==> config.mk <==
export PLATFORM = sky130hd
export DESIGN_NAME = ram_page_ctrl
export DESIGN_NICKNAME = d
export VERILOG_FILES = /design/src/rtl/ram_page_ctrl.sv
export SDC_FILE = /design/constraint.sdc
export NUM_CORES = 1
export LEC_CHECK = 0
export ABC_AREA = 0
export CAP_MARGIN = 15
export CORE_AREA = 10 10 47 49
export CTS_CLUSTER_DIAMETER = 80
export DETAILED_ROUTE_END_ITERATION = 8
export DIE_AREA = 0 0 57 59
export PLACE_DENSITY_LB_ADDON = 0.15
export SLEW_MARGIN = 5
export SYNTH_ARGS = -nofsm -noshare
export SYNTH_HDL_FRONTEND = slang
export SYNTH_SLANG_ARGS = --single-unit
==> constraint.sdc <==
create_clock -name clk -period 1.8 [get_ports clk]
set_clock_uncertainty 0.15 [all_clocks]
set_input_delay 0.45 -clock clk [delete_from_list [all_inputs] [get_ports clk]]
set_output_delay 0.45 -clock clk [all_outputs]
set_load 0.01 [all_outputs]
==> src/rtl/ram_page_ctrl.sv <==
module ram_page_ctrl #(
  parameter int MODE_W = 3
) (
  input  logic       clk,
  input  logic       rst_n,
  input  logic [1:0] cpu_addr_hi,
  input  logic [7:0] data_in,
  input  logic       io_wr_n,
  input  logic       cas_n,
  input  logic       ram_off,
  output logic       bank0_cas_n,
  output logic       bank1_cas_n,
  output logic [1:0] phys_addr_hi
);

  logic [MODE_W-1:0] mode;
  logic              wr_n_q;
  logic              hit;
  logic              load;
  logic              use_b1;
  logic              en;

  assign hit  = (cpu_addr_hi == 2'b01) && data_in[7] && data_in[6];
  assign load = !io_wr_n && wr_n_q && hit;

  always_ff @(posedge clk or negedge rst_n) begin
    if (!rst_n) begin
      mode   <= '0;
      wr_n_q <= 1'b1;
    end else begin
      wr_n_q <= io_wr_n;
      if (load) mode <= data_in[MODE_W-1:0];
    end
  end

  always_comb begin
    use_b1       = 1'b0;
    phys_addr_hi = cpu_addr_hi;
    unique case (mode)
      3'd0: use_b1 = 1'b0;
      3'd1: use_b1 = (cpu_addr_hi == 2'b11);
      3'd2: use_b1 = 1'b1;
      3'd3: begin
        use_b1 = (cpu_addr_hi == 2'b11);
        if (cpu_addr_hi == 2'b01) phys_addr_hi = 2'b11;
      end
      default: begin
        if (cpu_addr_hi == 2'b01) begin
          use_b1       = 1'b1;
          phys_addr_hi = mode[1:0];
        end
      end
    endcase
  end

  assign en          = !cas_n && !ram_off;
  assign bank0_cas_n = !(en && !use_b1);
  assign bank1_cas_n = !(en && use_b1);

endmodule

# After elaboration in Yosys (flattened, before gate mapping)
# Index checks and enable logic that the tools add are counted.
# totals
reg_bits,4
in_bits,15
# classes
n_reduce_logical,16
mux,5
eq_ne,5
# op_table
op,count
$logic_and 1x1->1,7
$eq 3x2->1 const B,2
$logic_not 1->1,6
$mux 2,2
$pmux 2 s2,1
$eq 3x1->1 const B,1
$logic_not 3->1,1
$pmux 1 s3,1
$reduce_or 3->1,1
$eq 2x1->1 const B,1
$eq 2x2->1 const B,1
$reduce_or 2->1,1
$mux 1,1

# Longest topological paths before layout
# Gate-level depths: netlist of the first run.
# depth
depth_word,6
mapped_depth,3

# Worst setup path before layout of the first run
# No wires, ideal clock.
# synth_timing
path_kind,in2out
startpoint,in cpu_addr_hi[1]
endpoint,out bank1_cas_n
t_arrival_ns,0.952
slack_ns,0.248
stages,2
required_ns,1.200
path_buffers,0
cell_sequence,nand3b_1 > a311o_1
# synth_via
elab_chain_len,5
# synth_lines
element,line_no,rtl
start: declaration,6,"input logic [1:0] cpu_addr_hi,"
$eq 2x1->1,48,if (cpu_addr_hi == 2'b01) begin
$mux 1,48,
$pmux 1 s3 (*),39,unique case (mode)
$logic_and 1x1->1 (*),58,assign bank1_cas_n = !(en && use_b1);
$logic_not 1->1 (*),58,
end: declaration,12,"output logic bank1_cas_n,"
# Every way passes the cells marked *; elsewhere a longest branch is shown, timed or not.

# Worst setup path after layout of the first run
# layout_timing
startpoint,in cas_n
endpoint,out bank1_cas_n
# layout_via
elab_chain_len,4
# layout_lines
element,line_no,rtl
start: declaration,9,"input logic cas_n,"
$logic_not 1->1,56,assign en = !cas_n && !ram_off;
$logic_and 1x1->1,56,
$logic_and 1x1->1,58,
$logic_not 1->1,58,
# No other way between the ends.

==> impl_metrics.prom, run 1 <==
# TYPE chip_impl_metric gauge
chip_impl_metric{name="synth.lib_cells_used.distinct",unit=""} 13
chip_impl_metric{name="remaining_drc_errors",unit=""} 0
chip_impl_metric{name="ir_worst_vdd",unit="mV"} 0.395
chip_impl_metric{name="cts_max_level",unit=""} 1
chip_impl_metric{name="holdWs",unit="ns"} 0.269
chip_impl_info{name="ys_top_cells_by_count",value="sky130_fd_sc_hd__dfrtp_1, sky130_fd_sc_hd__mux2_2, sky130_fd_sc_hd__nand2_1, sky130_fd_sc_hd__nand4_1, sky130_fd_sc_hd__nor2_1"} 1
chip_impl_metric{name="num_vias",unit=""} 283
chip_impl_metric{name="post-route-period-util",unit="%"} 107
chip_impl_metric{name="syn2layout_area_growth",unit="%"} 121
chip_impl_metric{name="max_cap_viol_count",unit=""} 0
chip_impl_metric{name="first_global_vias",unit=""} 312
chip_impl_metric{name="io_pins",unit=""} 19
chip_impl_info{name="rsz0062_at_grt",value="yes"} 1
chip_impl_metric{name="effective_utilization_at_floorplan",unit="%"} 15.6
chip_impl_info{name="clockRootBuffer",value="sky130_fd_sc_hd__clkbuf_4"} 1
chip_impl_metric{name="setup_violations",unit=""} 3
chip_impl_metric{name="place_area",unit="µm²"} 419
chip_impl_metric{name="io_buf_count",unit=""} 15
chip_impl_metric{name="die_height",unit="µm"} 59
chip_impl_metric{name="fill_cells",unit=""} 165
chip_impl_info{name="yosys_most_used_dff",value="sky130_fd_sc_hd__dfrtp_1"} 1
chip_impl_info{name="hp-class",value="in2async"} 1
chip_impl_metric{name="drt_iter0_drc",unit=""} 0
chip_impl_metric{name="route.detailed.vias_per_inst",unit=""} 4.35
chip_impl_metric{name="achievable-frequency",unit="MHz"} 518
chip_impl_metric{name="p_leak",unit="nW"} 0.219
chip_impl_metric{name="post_cts_hold_buffer_count",unit=""} 0
chip_impl_metric{name="ys_seq_elements",unit=""} 4
chip_impl_metric{name="ys.warnings.count",unit=""} 0
chip_impl_metric{name="grt_first_pass_wirelength",unit="µm"} 1300
chip_impl_info{name="timing.critical_path.from_type",value="input pin"} 1
chip_impl_metric{name="post_synthesis_net_count",unit=""} 35
chip_impl_metric{name="detail-route-antenna-nets",unit=""} 0
chip_impl_metric{name="pwr_density_cell",unit="nW/µm²"} 759
chip_impl_metric{name="overflow",unit=""} 0
chip_impl_metric{name="layout_min_cycle_time",unit="ns"} 1.93
chip_impl_info{name="worstSetupEndpointType",value="primary output"} 1
chip_impl_info{name="synth_area_leaders",value="sky130_fd_sc_hd__dfrtp_1, sky130_fd_sc_hd__mux2_2, sky130_fd_sc_hd__dfstp_2"} 1
chip_impl_metric{name="cts.path.max_buffers",unit=""} 2
chip_impl_metric{name="first_drt_pass_iteration_count",unit=""} 1
chip_impl_metric{name="critical_path_arrival",unit="ns"} 1.33
chip_impl_metric{name="number_of_antenna_violations_at_the_first_check_in_global_routing",unit=""} 0
chip_impl_metric{name="max-slew-margin-rel",unit="%"} 84.8
chip_impl_metric{name="final_critical_path_setup_slack",unit="ns"} -0.131
chip_impl_metric{name="gp_congestion",unit=""} 0.757
chip_impl_metric{name="hold_violations",unit=""} 0
chip_impl_info{name="setup.worst_path.class",value="in2out"} 1
chip_impl_metric{name="post_drt_wl_per_cell",unit="µm"} 12.6
chip_impl_metric{name="drive_above_1_share",unit="%"} 53.1
chip_impl_metric{name="row_count",unit=""} 14
chip_impl_metric{name="critPathMaxFanout",unit=""} 2
chip_impl_metric{name="sequential_to_total_area_share_from_yosys_stat",unit="%"} 46.3
chip_impl_info{name="clock_tree_from_tritoncts",value="yes"} 1
chip_impl_metric{name="clock_insertion_delay_worst_skew",unit="ns"} 0.23
chip_impl_metric{name="synthesis.area_per_instance",unit="µm²"} 10.9
chip_impl_metric{name="synth_edf_count",unit=""} 0
chip_impl_metric{name="post-route-util",unit="%"} 34.5
chip_impl_metric{name="detailed_placement_hpwl",unit="µm"} 657
chip_impl_metric{name="finish.net_count",unit=""} 65
chip_impl_metric{name="clock_sink_count",unit=""} 4
chip_impl_metric{name="groute.usage.overall",unit="%"} 4.86
chip_impl_metric{name="die_width",unit="µm"} 57
chip_impl_metric{name="post-route-cell-area",unit="µm²"} 483
chip_impl_metric{name="power.total",unit="mW"} 0.367
chip_impl_info{name="failing_checks",value="setup timing"} 1
chip_impl_metric{name="synthesis.instances",unit=""} 20
chip_impl_metric{name="synth_top_area_share",unit="%"} 34.3
chip_impl_metric{name="clkTransAtPathRegs",unit="ns"} 0.04
chip_impl_metric{name="drt-total-wl",unit="µm"} 818
chip_impl_metric{name="antennaDiodeCount",unit=""} 0
chip_impl_metric{name="syn_area",unit="µm²"} 219
chip_impl_metric{name="required",unit="ns"} 1.20
chip_impl_metric{name="die_ar",unit="µm²"} 3360
chip_impl_metric{name="async_flop_share",unit="%"} 100
chip_impl_info{name="status",value="finished, violations left"} 1
chip_impl_metric{name="area_used_by_multi_input_combinational_logic",unit="µm²"} 116
chip_impl_metric{name="grt_start_max_net_pins",unit=""} 6
chip_impl_metric{name="tightest_slew",unit="ns"} 0.225
chip_impl_metric{name="placeableCoreArea",unit="µm²"} 1400
chip_impl_metric{name="seq_area",unit="µm²"} 101
chip_impl_info{name="synthDominantAreaCellType",value="sky130_fd_sc_hd__dfrtp_1"} 1
chip_impl_metric{name="cts_inserted_buffers",unit=""} 3
chip_impl_metric{name="final_max_slew_viol_count",unit=""} 0
==> worst max-delay path, cell delays in order <==
cell	delay, ns
sky130_fd_sc_hd__clkdlybuf4s50_1	0.42
sky130_fd_sc_hd__a311o_1	0.32
sky130_fd_sc_hd__buf_2	0.14
==> per-layer routing <==
metal / GRT usage [%] / share of wire [%] / vias up
met1: 4.69 / 38 / 135
li1: - / - / 135
met5: 0 / 0 / -
met4: 2.01 / 0 / 0
met2: 8.22 / 52 / 13
met3: 3.00 / 9.5 / 0
==> metrics by stage <==
step,cells,worst slack [ns],setup TNS [ns]
CTS,61,-0.142,-0.271
global placement,55,-0.746,-3.73
floorplan,20,0.248,0
detailed placement,55,-0.776,-3.85
global route,65,-0.204,-0.457
finish,65,-0.131,-0.248
==> final timing paths <==
check | from | endpoint | slack (ns) | depth (start not counted)
max | cas_n | bank1_cas_n | -0.13 | 3
min reg2reg | mode[1] | mode[1] | 0.41 | 1
max in group asynchronous | rst_n | wr_n_q | 0.99 | 1
min | rst_n | mode[2] | 0.27 | 1
min in group clk | io_wr_n | wr_n_q | 0.32 | 2
max reg2reg | wr_n_q | mode[1] | 0.18 | 3
==> sequential cells by signal, summed over array words and instances (netlist names) <==
name and flops:
mode 3, wr_n_q 1
==> kinds of logic (layout without fill, tap and decap cells) <==
family	count (synthesis)	in the layout	share of synthesized area (%)
compound gates	3	3	12.6
simple gates	9	9	24.0
mux	3	3	15.4
buf+inv	1	30	1.71
flops	4	4	46.3
==> report_power, final <==
part / internal, mW / switching [mW]
Clock: 0.0832 / 0.0367
Sequential: 0.105 / 0.0135
Combinational: 0.0857 / 0.0422
==> cells in the final DEF (no fill, tap or decap), drive strengths merged <==
cell type      count
o21bai             1
nor2               2
nand4              2
clkbuf             4
and3               1
a311o              1
nand2              2
nand3b             1
o31a               1
dlymetal6s2s       1
mux2               3
dfrtp              3
buf               14
nor4bb             1
dfstp              1
clkdlybuf4s50      8
inv                1
clkdlybuf4s15      2
==> area by class of cell <==
class,count,area share (%)
Inverter,1,0.777
Tap cell,16,4.15
Clock buffer,4,5.44
Sequential cell,4,21.0
Multi-Input combinational cell,15,24.1
Timing Repair Buffer,25,44.6
==> what timing repair did <==
action | in CTS | in global routing
pin swaps | 2 | 5
gates cloned | 0 | 0
endpoints found under the setup margin | 7 | 6
resized for setup | 23 | 2
setup buffers | 2 | 4
(Power assumes the default switching activity.)
==> inputs of run 2 (changes only) <==
--- a/config.mk
+++ b/config.mk
@@ -11,6 +11,7 @@
 export CTS_CLUSTER_DIAMETER = 80
 export DETAILED_ROUTE_END_ITERATION = 8
 export DIE_AREA = 0 0 57 59
+export GPL_TIMING_DRIVEN = 0
 export PLACE_DENSITY_LB_ADDON = 0.15
 export SLEW_MARGIN = 5
 export SYNTH_ARGS = -nofsm -noshare
==> run 2 against run 1 <==
The flow still finishes with violations (setup timing). Worst setup slack improved by 0.019 ns. Final cell count decreased by 7.7%. Flip-flop and latch count stayed put. Critical path type is now reg2out. Largest cell class unchanged.
==> impl_metrics.prom, run 2 (synthesis results as in run 1) <==
# TYPE chip_impl_metric gauge
chip_impl_metric{name="post_cts_hold_buffer_count",unit=""} 0
chip_impl_metric{name="max-slew-margin-rel",unit="%"} 86.4
chip_impl_metric{name="reg2reg_setup_slack",unit="ns"} 0.20
chip_impl_metric{name="critical_path_arrival",unit="ns"} 1.31
chip_impl_metric{name="ir_worst_vdd",unit="mV"} 0.317
chip_impl_metric{name="drt-total-wl",unit="µm"} 764
chip_impl_metric{name="overflow",unit=""} 0
chip_impl_metric{name="route.detailed.vias_per_inst",unit=""} 4.00
chip_impl_metric{name="row_count",unit=""} 14
chip_impl_metric{name="grt_first_pass_wirelength",unit="µm"} 1160
chip_impl_metric{name="cts_max_level",unit=""} 1
chip_impl_metric{name="achievable-frequency",unit="MHz"} 523
chip_impl_metric{name="number_of_antenna_violations_at_the_first_check_in_global_routing",unit=""} 0
chip_impl_metric{name="post-route-period-util",unit="%"} 106
chip_impl_info{name="setup.worst_path.class",value="reg2out"} 1
chip_impl_info{name="largest_register",value="mode"} 1
chip_impl_metric{name="setup_violations",unit=""} 1
chip_impl_metric{name="grt.met3_usage",unit="%"} 2.36
chip_impl_metric{name="final_max_slew_viol_count",unit=""} 0
chip_impl_info{name="worstSetupEndpointType",value="primary output"} 1
chip_impl_metric{name="fin_setup_tns",unit="ns"} -0.111
chip_impl_metric{name="effective_utilization_at_floorplan",unit="%"} 15.6
chip_impl_metric{name="num_vias",unit=""} 240
chip_impl_metric{name="grt_start_max_net_pins",unit=""} 6
chip_impl_metric{name="drt_iter0_drc",unit=""} 0
chip_impl_info{name="hp-class",value="in2async"} 1
chip_impl_metric{name="dp.cells",unit=""} 51
chip_impl_metric{name="gr_util_met1",unit="%"} 4.90
chip_impl_metric{name="post-place-ws",unit="ns"} -0.786
chip_impl_metric{name="critPathMaxFanout",unit=""} 3
chip_impl_info{name="start_point_of_the_critical_path",value="mode[0]"} 1
chip_impl_metric{name="gp_congestion",unit=""} 0.726
chip_impl_metric{name="finish.net_count",unit=""} 60
chip_impl_metric{name="die_height",unit="µm"} 59
chip_impl_metric{name="clock_insertion_delay_worst_skew",unit="ns"} 0.23
chip_impl_metric{name="io_buf_count",unit=""} 15
chip_impl_metric{name="post_drt_wl_per_cell",unit="µm"} 12.7
chip_impl_metric{name="power.total",unit="mW"} 0.348
chip_impl_metric{name="die_width",unit="µm"} 57
chip_impl_metric{name="layout_min_cycle_time",unit="ns"} 1.91
chip_impl_info{name="busiest_layer",value="met2"} 1
chip_impl_metric{name="first_global_vias",unit=""} 274
chip_impl_info{name="clock_tree_from_tritoncts",value="yes"} 1
chip_impl_info{name="largest_registers",value="mode (3), wr_n_q (1)"} 1
chip_impl_metric{name="antennaDiodeCount",unit=""} 0
chip_impl_info{name="status",value="finished, violations left"} 1
chip_impl_info{name="failing_checks",value="setup timing"} 1
chip_impl_metric{name="io_pins",unit=""} 19
chip_impl_metric{name="final_critical_path_setup_slack",unit="ns"} -0.111
chip_impl_metric{name="worst_r2r_path_depth",unit=""} 3
chip_impl_metric{name="tightest_slew",unit="ns"} 0.201
chip_impl_metric{name="die_ar",unit="µm²"} 3360
chip_impl_metric{name="use_met2",unit="%"} 6.05
chip_impl_metric{name="clkTransAtPathRegs",unit="ns"} 0.04
chip_impl_info{name="timing.critical_path.from_type",value="register"} 1
chip_impl_metric{name="groute.usage.overall",unit="%"} 4.46
chip_impl_metric{name="final_cell_count_no_fill",unit=""} 60
chip_impl_metric{name="drive_above_1_share",unit="%"} 45.5
chip_impl_info{name="final_common_cell",value="sky130_fd_sc_hd__clkdlybuf4s50_1"} 1
chip_impl_metric{name="remaining_drc_errors",unit=""} 0
chip_impl_info{name="rsz0062_at_grt",value="yes"} 1
chip_impl_metric{name="first_drt_pass_iteration_count",unit=""} 1
chip_impl_info{name="worstReg2RegEnd",value="mode[0]"} 1
chip_impl_metric{name="detail-route-antenna-nets",unit=""} 0
chip_impl_info{name="reg2reg_from",value="wr_n_q"} 1
chip_impl_metric{name="pwr_density_cell",unit="nW/µm²"} 800
chip_impl_metric{name="placeableCoreArea",unit="µm²"} 1400
chip_impl_metric{name="detailed_placement_hpwl",unit="µm"} 622
chip_impl_metric{name="p_leak",unit="nW"} 0.190
chip_impl_metric{name="syn2layout_area_growth",unit="%"} 98.3
chip_impl_metric{name="max_cap_viol_count",unit=""} 0
chip_impl_metric{name="number_of_flip_flops_under_the_largest_register_name",unit=""} 3
chip_impl_metric{name="holdWs",unit="ns"} 0.258
chip_impl_metric{name="cts.path.max_buffers",unit=""} 2
chip_impl_metric{name="required",unit="ns"} 1.20
chip_impl_metric{name="cts_inserted_buffers",unit=""} 3
chip_impl_info{name="clockRootBuffer",value="sky130_fd_sc_hd__clkbuf_4"} 1
chip_impl_metric{name="hold_violations",unit=""} 0
chip_impl_metric{name="clock_sink_count",unit=""} 4
chip_impl_info{name="commonest_cells_after_routing_fill_and_taps_aside",value="sky130_fd_sc_hd__clkdlybuf4s50_1, sky130_fd_sc_hd__buf_4"} 1
[run 2: cell count changes in the layout (fill, tap and decap cells not counted)]
cell / previous run / this run
sky130_fd_sc_hd__buf_4: 10 / 5
sky130_fd_sc_hd__buf_6: 1 / 0
sky130_fd_sc_hd__clkbuf_2: 0 / 1
sky130_fd_sc_hd__clkdlybuf4s50_1: 8 / 7
sky130_fd_sc_hd__dlygate4sd2_1: 0 / 2
sky130_fd_sc_hd__dlymetal6s2s_1: 1 / 0
sky130_fd_sc_hd__inv_1: 0 / 1
sky130_fd_sc_hd__inv_2: 1 / 0
[run 2: what timing repair did]
item | in CTS | in global routing
pin swaps | 5 | 0
setup endpoints to repair | 7 | 3
resized for setup | 22 | 1
buffers inserted | 3 | 2
[run 2: area by class of cell]
type                            instances  area [µm²]
Fill cell                             165         967
Timing Repair Buffer                   20         166
Multi-Input combinational cell         15         116
Sequential cell                         4         101
Clock buffer                            4        26.3
Tap cell                               16        20.0
Inverter                                1        3.75
[run 2: worst max-delay path by stage]
stage	end	depth (start not counted)
global route	bank1_cas_n	4
CTS	bank1_cas_n	4
finish	bank1_cas_n	4
floorplan	bank1_cas_n	2
detailed placement	bank1_cas_n	4
global placement	bank1_cas_n	4
[run 2: worst max-delay path, stage by stage (launching register included)]
cell and delay [ns]:
sky130_fd_sc_hd__dfrtp_1 0.39, sky130_fd_sc_hd__nor2_2 0.13, sky130_fd_sc_hd__nand2_1 0.07, sky130_fd_sc_hd__a311o_1 0.34, sky130_fd_sc_hd__buf_2 0.14
[run 2: metrics by stage]
stage          cell area, µm²  util (%)
2_1_floorplan             219         -
3_3_place_gp              389      27.8
3_5_place_dp              389      27.8
4_1_cts                   424      30.3
5_1_grt                   434      31.0
6_report                  434      31.0
[run 2: metal layers]
layer | vias up | part of all wire (%)
li1 | 124 | -
met1 | 105 | 44
met2 | 11 | 46
met3 | 0 | 10
met4 | 0 | 0
met5 | - | 0
[run 2: power by group]
part	internal (mW)	leakage, nW	total, mW	switching [mW]
clock	0.0831	0.0150	0.120	0.0365
combinational	0.0717	0.126	0.109	0.0377
sequential	0.106	0.0489	0.119	0.0130
